==> src/rtl/windec_pkg.sv <==
package windec_pkg;

    // Index of a configuration word presented by the loader
    typedef enum logic [1:0] {
        CFG_IO_PAGE  = 2'd0,
        CFG_MEM_PAGE = 2'd1,
        CFG_CTRL     = 2'd2
    } cfg_idx_e;

    // Register offsets inside the I/O window that software may write
    localparam logic [3:0] REG_MEM_PAGE = 4'h8;
    localparam logic [3:0] REG_CTRL     = 4'h9;

endpackage

==> src/rtl/windec_match.sv <==
module windec_match #(
    parameter int ADDR_W = 20,
    parameter int SPAN_W = 4,
    localparam int PG_W  = ADDR_W - SPAN_W
) (
    input  logic [ADDR_W-1:0] addr,
    input  logic [PG_W-1:0]   page,
    input  logic              enable,
    output logic              match,
    output logic [SPAN_W-1:0] offset
);

    assign match  = enable && (addr[ADDR_W-1:SPAN_W] == page);
    assign offset = addr[SPAN_W-1:0];

endmodule

==> src/rtl/windec_cfg_stage.sv <==
module windec_cfg_stage
    import windec_pkg::*;
#(
    parameter int CFG_W    = 16,
    parameter int IO_PG_W  = 16,
    parameter int MEM_PG_W = 8,
    parameter logic [IO_PG_W-1:0]  IO_PG_RST  = '0,
    parameter logic [MEM_PG_W-1:0] MEM_PG_RST = '0,
    parameter logic                MEM_EN_RST = 1'b0
) (
    input  logic                clk,
    input  logic                rst_n,
    input  logic                cfg_vld,
    input  logic [1:0]          cfg_idx,
    input  logic [CFG_W-1:0]    cfg_data,
    input  logic                cfg_end,
    input  logic                cfg_good,
    output logic                loading,
    output logic                commit,
    output logic [IO_PG_W-1:0]  stg_io_pg,
    output logic [MEM_PG_W-1:0] stg_mem_pg,
    output logic                stg_mem_en
);

    typedef struct packed {
        logic                loading;
        logic [IO_PG_W-1:0]  io_pg;
        logic [MEM_PG_W-1:0] mem_pg;
        logic                mem_en;
    } stage_t;

    stage_t stage_d, stage_q;

    always_comb begin
        stage_d = stage_q;
        if (stage_q.loading) begin
            if (cfg_end) begin
                stage_d.loading = 1'b0;
            end else if (cfg_vld) begin
                case (cfg_idx)
                    CFG_IO_PAGE:  stage_d.io_pg  = IO_PG_W'(cfg_data);
                    CFG_MEM_PAGE: stage_d.mem_pg = MEM_PG_W'(cfg_data);
                    CFG_CTRL:     stage_d.mem_en = cfg_data[0];
                    default:      stage_d        = stage_q;
                endcase
            end
        end
    end

    always_ff @(posedge clk) begin
        if (!rst_n) begin
            stage_q.loading <= 1'b1;
            stage_q.io_pg   <= IO_PG_RST;
            stage_q.mem_pg  <= MEM_PG_RST;
            stage_q.mem_en  <= MEM_EN_RST;
        end else begin
            stage_q <= stage_d;
        end
    end

    assign loading    = stage_q.loading;
    assign commit     = stage_q.loading && cfg_end && cfg_good;
    assign stg_io_pg  = stage_q.io_pg;
    assign stg_mem_pg = stage_q.mem_pg;
    assign stg_mem_en = stage_q.mem_en;

    AST_LOAD_ENDS_ONCE: assert property (@(posedge clk) disable iff (!rst_n)
        !stage_q.loading |=> !stage_q.loading);

    AST_END_CLOSES_LOAD: assert property (@(posedge clk) disable iff (!rst_n)
        cfg_end |=> !stage_q.loading);

endmodule

==> src/rtl/windec_top.sv <==
module windec_top
    import windec_pkg::*;
#(
    parameter int ADDR_W      = 20,
    parameter int IO_SPAN_W   = 4,
    parameter int MEM_SPAN_W  = 12,
    parameter int CFG_W       = 16,
    parameter int IO_BASE_RST = 'h300,
    localparam int IO_PG_W    = ADDR_W - IO_SPAN_W,
    localparam int MEM_PG_W   = ADDR_W - MEM_SPAN_W
) (
    input  logic                  clk,
    input  logic                  rst_n,
    input  logic                  cfg_vld,
    input  logic [1:0]            cfg_idx,
    input  logic [CFG_W-1:0]      cfg_data,
    input  logic                  cfg_end,
    input  logic                  cfg_good,
    input  logic [ADDR_W-1:0]     host_addr,
    input  logic                  host_wr,
    input  logic [MEM_PG_W-1:0]   host_wdata,
    output logic                  io_hit,
    output logic                  mem_hit,
    output logic                  conflict,
    output logic [MEM_SPAN_W-1:0] reg_off
);

    localparam logic [IO_PG_W-1:0] IO_PG_RST = IO_PG_W'(IO_BASE_RST >> IO_SPAN_W);

    typedef struct packed {
        logic [IO_PG_W-1:0]  io_pg;
        logic [MEM_PG_W-1:0] mem_pg;
        logic                mem_en;
    } bases_t;

    bases_t bases_d, bases_q;

    logic                  loading, commit;
    logic [IO_PG_W-1:0]    stg_io_pg;
    logic [MEM_PG_W-1:0]   stg_mem_pg;
    logic                  stg_mem_en;
    logic                  io_m, mem_m, mem_live, wr_ok;
    logic [IO_SPAN_W-1:0]  io_off;
    logic [MEM_SPAN_W-1:0] mem_off;

    windec_cfg_stage #(
        .CFG_W     (CFG_W),
        .IO_PG_W   (IO_PG_W),
        .MEM_PG_W  (MEM_PG_W),
        .IO_PG_RST (IO_PG_RST),
        .MEM_PG_RST('0),
        .MEM_EN_RST(1'b0)
    ) i_stage (
        .clk       (clk),
        .rst_n     (rst_n),
        .cfg_vld   (cfg_vld),
        .cfg_idx   (cfg_idx),
        .cfg_data  (cfg_data),
        .cfg_end   (cfg_end),
        .cfg_good  (cfg_good),
        .loading   (loading),
        .commit    (commit),
        .stg_io_pg (stg_io_pg),
        .stg_mem_pg(stg_mem_pg),
        .stg_mem_en(stg_mem_en)
    );

    windec_match #(.ADDR_W(ADDR_W), .SPAN_W(IO_SPAN_W)) i_io_match (
        .addr  (host_addr),
        .page  (bases_q.io_pg),
        .enable(1'b1),
        .match (io_m),
        .offset(io_off)
    );

    assign mem_live = bases_q.mem_en && (bases_q.mem_pg != '0);

    windec_match #(.ADDR_W(ADDR_W), .SPAN_W(MEM_SPAN_W)) i_mem_match (
        .addr  (host_addr),
        .page  (bases_q.mem_pg),
        .enable(mem_live),
        .match (mem_m),
        .offset(mem_off)
    );

    // Window outputs: I/O has priority, nothing during the load
    always_comb begin
        io_hit   = !loading && io_m;
        mem_hit  = !loading && mem_m && !io_m;
        conflict = !loading && io_m && mem_m;
        if (io_hit)       reg_off = MEM_SPAN_W'(io_off);
        else if (mem_hit) reg_off = mem_off;
        else              reg_off = '0;
    end

    assign wr_ok = io_hit && host_wr;

    always_comb begin
        bases_d = bases_q;
        if (commit) begin
            bases_d.io_pg  = stg_io_pg;
            bases_d.mem_pg = stg_mem_pg;
            bases_d.mem_en = stg_mem_en;
        end else if (wr_ok) begin
            if (io_off == IO_SPAN_W'(REG_MEM_PAGE)) bases_d.mem_pg = host_wdata;
            if (io_off == IO_SPAN_W'(REG_CTRL))     bases_d.mem_en = host_wdata[0];
        end
    end

    always_ff @(posedge clk) begin
        if (!rst_n) begin
            bases_q.io_pg  <= IO_PG_RST;
            bases_q.mem_pg <= '0;
            bases_q.mem_en <= 1'b0;
        end else begin
            bases_q <= bases_d;
        end
    end

    AST_QUIET_WHILE_LOADING: assert property (@(posedge clk) disable iff (!rst_n)
        loading |-> !io_hit && !mem_hit);

    AST_ONE_WINDOW: assert property (@(posedge clk) disable iff (!rst_n)
        $onehot0({io_hit, mem_hit}));

    AST_CONFLICT_IO: assert property (@(posedge clk) disable iff (!rst_n)
        conflict |-> io_hit && reg_off == MEM_SPAN_W'(host_addr[IO_SPAN_W-1:0]));

    AST_MEM_NEEDS_EN: assert property (@(posedge clk) disable iff (!rst_n)
        mem_hit |-> bases_q.mem_en && bases_q.mem_pg != '0);

    AST_PAGE_WRITE: assert property (@(posedge clk) disable iff (!rst_n)
        (wr_ok && io_off == IO_SPAN_W'(REG_MEM_PAGE))
        |=> bases_q.mem_pg == $past(host_wdata));

    AST_BASES_HOLD: assert property (@(posedge clk) disable iff (!rst_n)
        (!wr_ok && !commit) |=> $stable(bases_q));

    AST_IDLE_OFFSET: assert property (@(posedge clk) disable iff (!rst_n)
        (!io_hit && !mem_hit) |-> reg_off == '0);

endmodule

==> config.mk <==
export PLATFORM = sky130hd
export DESIGN_NAME = windec_top
export DESIGN_NICKNAME = d
export VERILOG_FILES = /design/src/rtl/windec_pkg.sv /design/src/rtl/windec_match.sv /design/src/rtl/windec_cfg_stage.sv /design/src/rtl/windec_top.sv
export SDC_FILE = /design/constraint.sdc
export NUM_CORES = 1
export LEC_CHECK = 0
export BUFFER_PORTS_ARGS = -buffer_cell sky130_fd_sc_hd__buf_2
export CAP_MARGIN = 10
export CORE_MARGIN = 10
export CORE_UTILIZATION = 49
export CTS_BUF_LIST = sky130_fd_sc_hd__clkbuf_2 sky130_fd_sc_hd__clkbuf_4 sky130_fd_sc_hd__clkbuf_8
export DETAILED_ROUTE_END_ITERATION = 16
export HOLD_SLACK_MARGIN = 0.1
export PLACE_DENSITY = 0.87
export SKIP_CTS_REPAIR_TIMING = 1
export SYNTH_ARGS = -nofsm -noshare
export SYNTH_HDL_FRONTEND = slang
export SYNTH_SLANG_ARGS = --single-unit
==> constraint.sdc <==
create_clock -name clk -period 1.7 [get_ports clk]
set_input_delay 0.34 -clock clk [delete_from_list [all_inputs] [get_ports clk]]
set_output_delay 0.34 -clock clk [all_outputs]
set_load 0.02 [all_outputs]
==> impl_metrics.env <==
export IMPL_r2r_end="bases_q[1]"
export IMPL_slew_headroom=0.762
export IMPL_nets=430
export IMPL_rsz0062_at_grt="true"
export IMPL_cp_slowest_cell="dfxtp_1"
export IMPL_critPathArrivalTime_ps=1980
export IMPL_clock_path_buffers=2
export IMPL_grt_use_met1=0.195
export IMPL_min_period_ps=2320
export IMPL_cp_end_kind="primary output"
export IMPL_synth_edff_count=0
export IMPL_p_int_mw=1.95
export IMPL_holdCritStartpoint="cfg_data[10]"
export IMPL_r2r_slack_ps=0
export IMPL_clkTransAtPathRegs_ps=100
export IMPL_floorplan_initialDensity=0.517
export IMPL_crit_fanout=13
export IMPL_timing_rr_start="bases_q[12]"
export IMPL_p_comb_frac=0.116
export IMPL_n_antenna_cell=0
export IMPL_antenna_found_initial=0
export IMPL_netlist_instances=307
export IMPL_die_x_um=91.3
export IMPL_busiest_layer="met2"
export IMPL_layout_commonest_cell="nand2_1"
export IMPL_grt_start_max_net_pins=25
export IMPL_path_class="register to primary output"
export IMPL_synth_mux_area_frac=0
export IMPL_status="complete, but fails checks"
export IMPL_syn_area_sq_um=2490
export IMPL_ir_worst_vdd_mv=0.653
export IMPL_grt_pass1_vias=2324
export IMPL_io_pins=67
export IMPL_fillerInstances=378
export IMPL_cts_tree="yes"
export IMPL_hold_viol_final=0
export IMPL_r2r_cells=6
export IMPL_fin_skew_ps=9.58
export IMPL_synth_xor_area_frac=0.0809
export IMPL_power_density_nw_per_um2=776
export IMPL_total_power_mw=2.54
export IMPL_synth_compound_area_frac=0.219
export IMPL_layout_drive_gt1_share=0.322
export IMPL_min_path_type="primary input to register"
export IMPL_violations="negative setup slack"
export IMPL_setup_slack_ps=-618
export IMPL_drv_cap=0
export IMPL_cts_root_buf="clkbuf_8"
export IMPL_numCtsBuffers=5
export IMPL_critical_path_max_stage_delay_ps=340
export IMPL_switchingPower_mw=0.597
export IMPL_final_cell_mix="75 x nand2_1, 52 x buf_2, 48 x dfxtp_1"
export IMPL_cts_max_level=2
export IMPL_die_area_sq_um=8330
export IMPL_path_cells="xor2_1 -> nor4_2 -> nand4_1 -> nor3b_2 -> buf_6 -> o21a_2 -> buf_4"
export IMPL_synth_main_ff_cell="dfxtp_1"
export IMPL_p_clk_frac=0.394
export IMPL_grt_pass1_wl_um=11000
export IMPL_synth_top_family_by_area="simple AND/OR/NAND/NOR gates"
export IMPL_core_area_sq_um=4820
export IMPL_use_met2=0.251
export IMPL_synth_nets=359
export IMPL_drt_iter0_markers=217
export IMPL_syn_to_final_growth_pct=31.8
export IMPL_drv_slew=0
export IMPL_synthArstFlopShare=0
export IMPL_wl_per_cell_um=15.6
export IMPL_synth_cell_types=29
export IMPL_yosys_register_bits=51
export IMPL_place_gp_congestion=0.839
export IMPL_fin_cells=446
export IMPL_dpl_cell_count=438
export IMPL_finalSetupViolCount=16
export IMPL_fmax_ghz=0.431
export IMPL_grt_total_usage=0.159
export IMPL_cp_required_ps=1360
export IMPL_grtUsageMet3=0.0568
export IMPL_gr_total_overflow=0
export IMPL_fp_dieH_um=91.3
export IMPL_min_period_over_period=1.36
export IMPL_routed_wl_um=6970
export IMPL_first_pass_iters=4
export IMPL_avgSynthCellArea_sq_um=8.11
export IMPL_p_leak_nw=1.30
export IMPL_final_antenna_net_count=0
export IMPL_core_rowCount=25
export IMPL_netSwitchingFraction=0.235
export IMPL_insertion_delay_ps=320
export IMPL_seqPwrFrac=0.489
export IMPL_dp_hpwl_um=5220
export IMPL_hold_path_end="i_stage.stg_io_pg[10]"
export IMPL_synthAdderAreaFrac=0
export IMPL_routed_via_density=5.37
export IMPL_route_vias_total=2395
export IMPL_start_kind="register"
export IMPL_worst_pin_slew_ps=358
export IMPL_clkSinkCount=51
export IMPL_ys_seq_area_frac=0.410
export IMPL_whs_path_depth=3
export IMPL_io_buffers=66
export IMPL_yosys_area_share_simple=0.252
export IMPL_drc=0
export IMPL_yosysWarnings=0
-- power groups by stage --
stage	Combinational [mW]	Sequential, mW	Clock [mW]
4_1_cts	0.277	1.24	1.01
3_5_place_dp	0.275	1.27	0
5_1_grt	0.325	1.25	1.06
3_3_place_gp	0.268	1.27	0
6_report	0.295	1.25	1.00
2_1_floorplan	0.145	1.26	0
-- metal layers --
layer,up-vias,routed length [um]
met4,0,133
met3,13,513
met5,-,0
li1,1196,-
met1,1096,3070
met2,90,3250
-- kinds of logic (layout without fill, tap and decap cells) --
family	after synthesis	count (layout)
buf+inv	24	96
simple gates	132	132
xor+xnor	23	23
compound gates	77	77
flops	51	51
-- flip-flops by register name (all words and copies together) (netlist names) --
name / flops
i_stage.stg_io_pg: 16
i_stage.loading: 1
i_stage.stg_mem_pg: 8
i_stage.stg_mem_en: 1
bases_q: 25
-- per-stage QoR --
step / util / cell area [sq um] / setup WS [ps] / hold slack [ps] / setup TNS [ps]
3_3_place_gp: 0.622 / 3000 / -454 / 444 / -6840
2_1_floorplan: - / 2510 / -190 / 435 / -1800
5_1_grt: 0.681 / 3280 / -746 / 259 / -10690
4_1_cts: 0.650 / 3130 / -699 / 243 / -9790
6_report: 0.681 / 3280 / -618 / 260 / -8440
3_5_place_dp: 0.622 / 3000 / -469 / 458 / -7320
-- cell usage after synthesis (all sizes together), types with 4 or more instances --
cell | number | area share
buf | 4 | 0.0070
dfxtp | 51 | 0.41
xor2 | 22 | 0.077
o31a | 8 | 0.028
clkbuf | 19 | 0.029
nand3 | 18 | 0.036
nor2 | 4 | 0.0060
nand3b | 9 | 0.027
o31ai | 8 | 0.024
o21a | 4 | 0.012
nand2 | 75 | 0.11
and2 | 8 | 0.020
nor4 | 6 | 0.015
o21ai | 9 | 0.018
a21oi | 9 | 0.018
a21boi | 37 | 0.11
-- worst max-delay path, delay by kind of cell (launching register included) --
family | cells | cell delay [ps]
AO/OA/AOI/OAI | 1 | 200
XOR/XNOR | 1 | 180
buffers and inverters | 2 | 300
flip-flops | 1 | 340
AND/OR/NAND/NOR | 3 | 650
-- cell type report --
class	instances	area, sq um	share of cell area
clock buffer	5	68.8	0.0210
sequential	51	1020	0.312
clock inverter	3	67.6	0.0206
inverter	1	3.75	0.00114
multi-input combinational	232	1460	0.445
tap	67	83.8	0.0256
timing repair buffer	87	572	0.174
-- worst max path at each step --
stage	start	endpoint	slack, ps
2_1_floorplan	host_addr[19]	reg_off[10]	-190
3_3_place_gp	host_addr[15]	reg_off[10]	-450
3_5_place_dp	host_addr[15]	reg_off[6]	-470
4_1_cts	bases_q[1]	reg_off[1]	-700
5_1_grt	bases_q[8]	reg_off[2]	-750
6_report	bases_q[12]	reg_off[2]	-620
(Power assumes the default switching activity.)
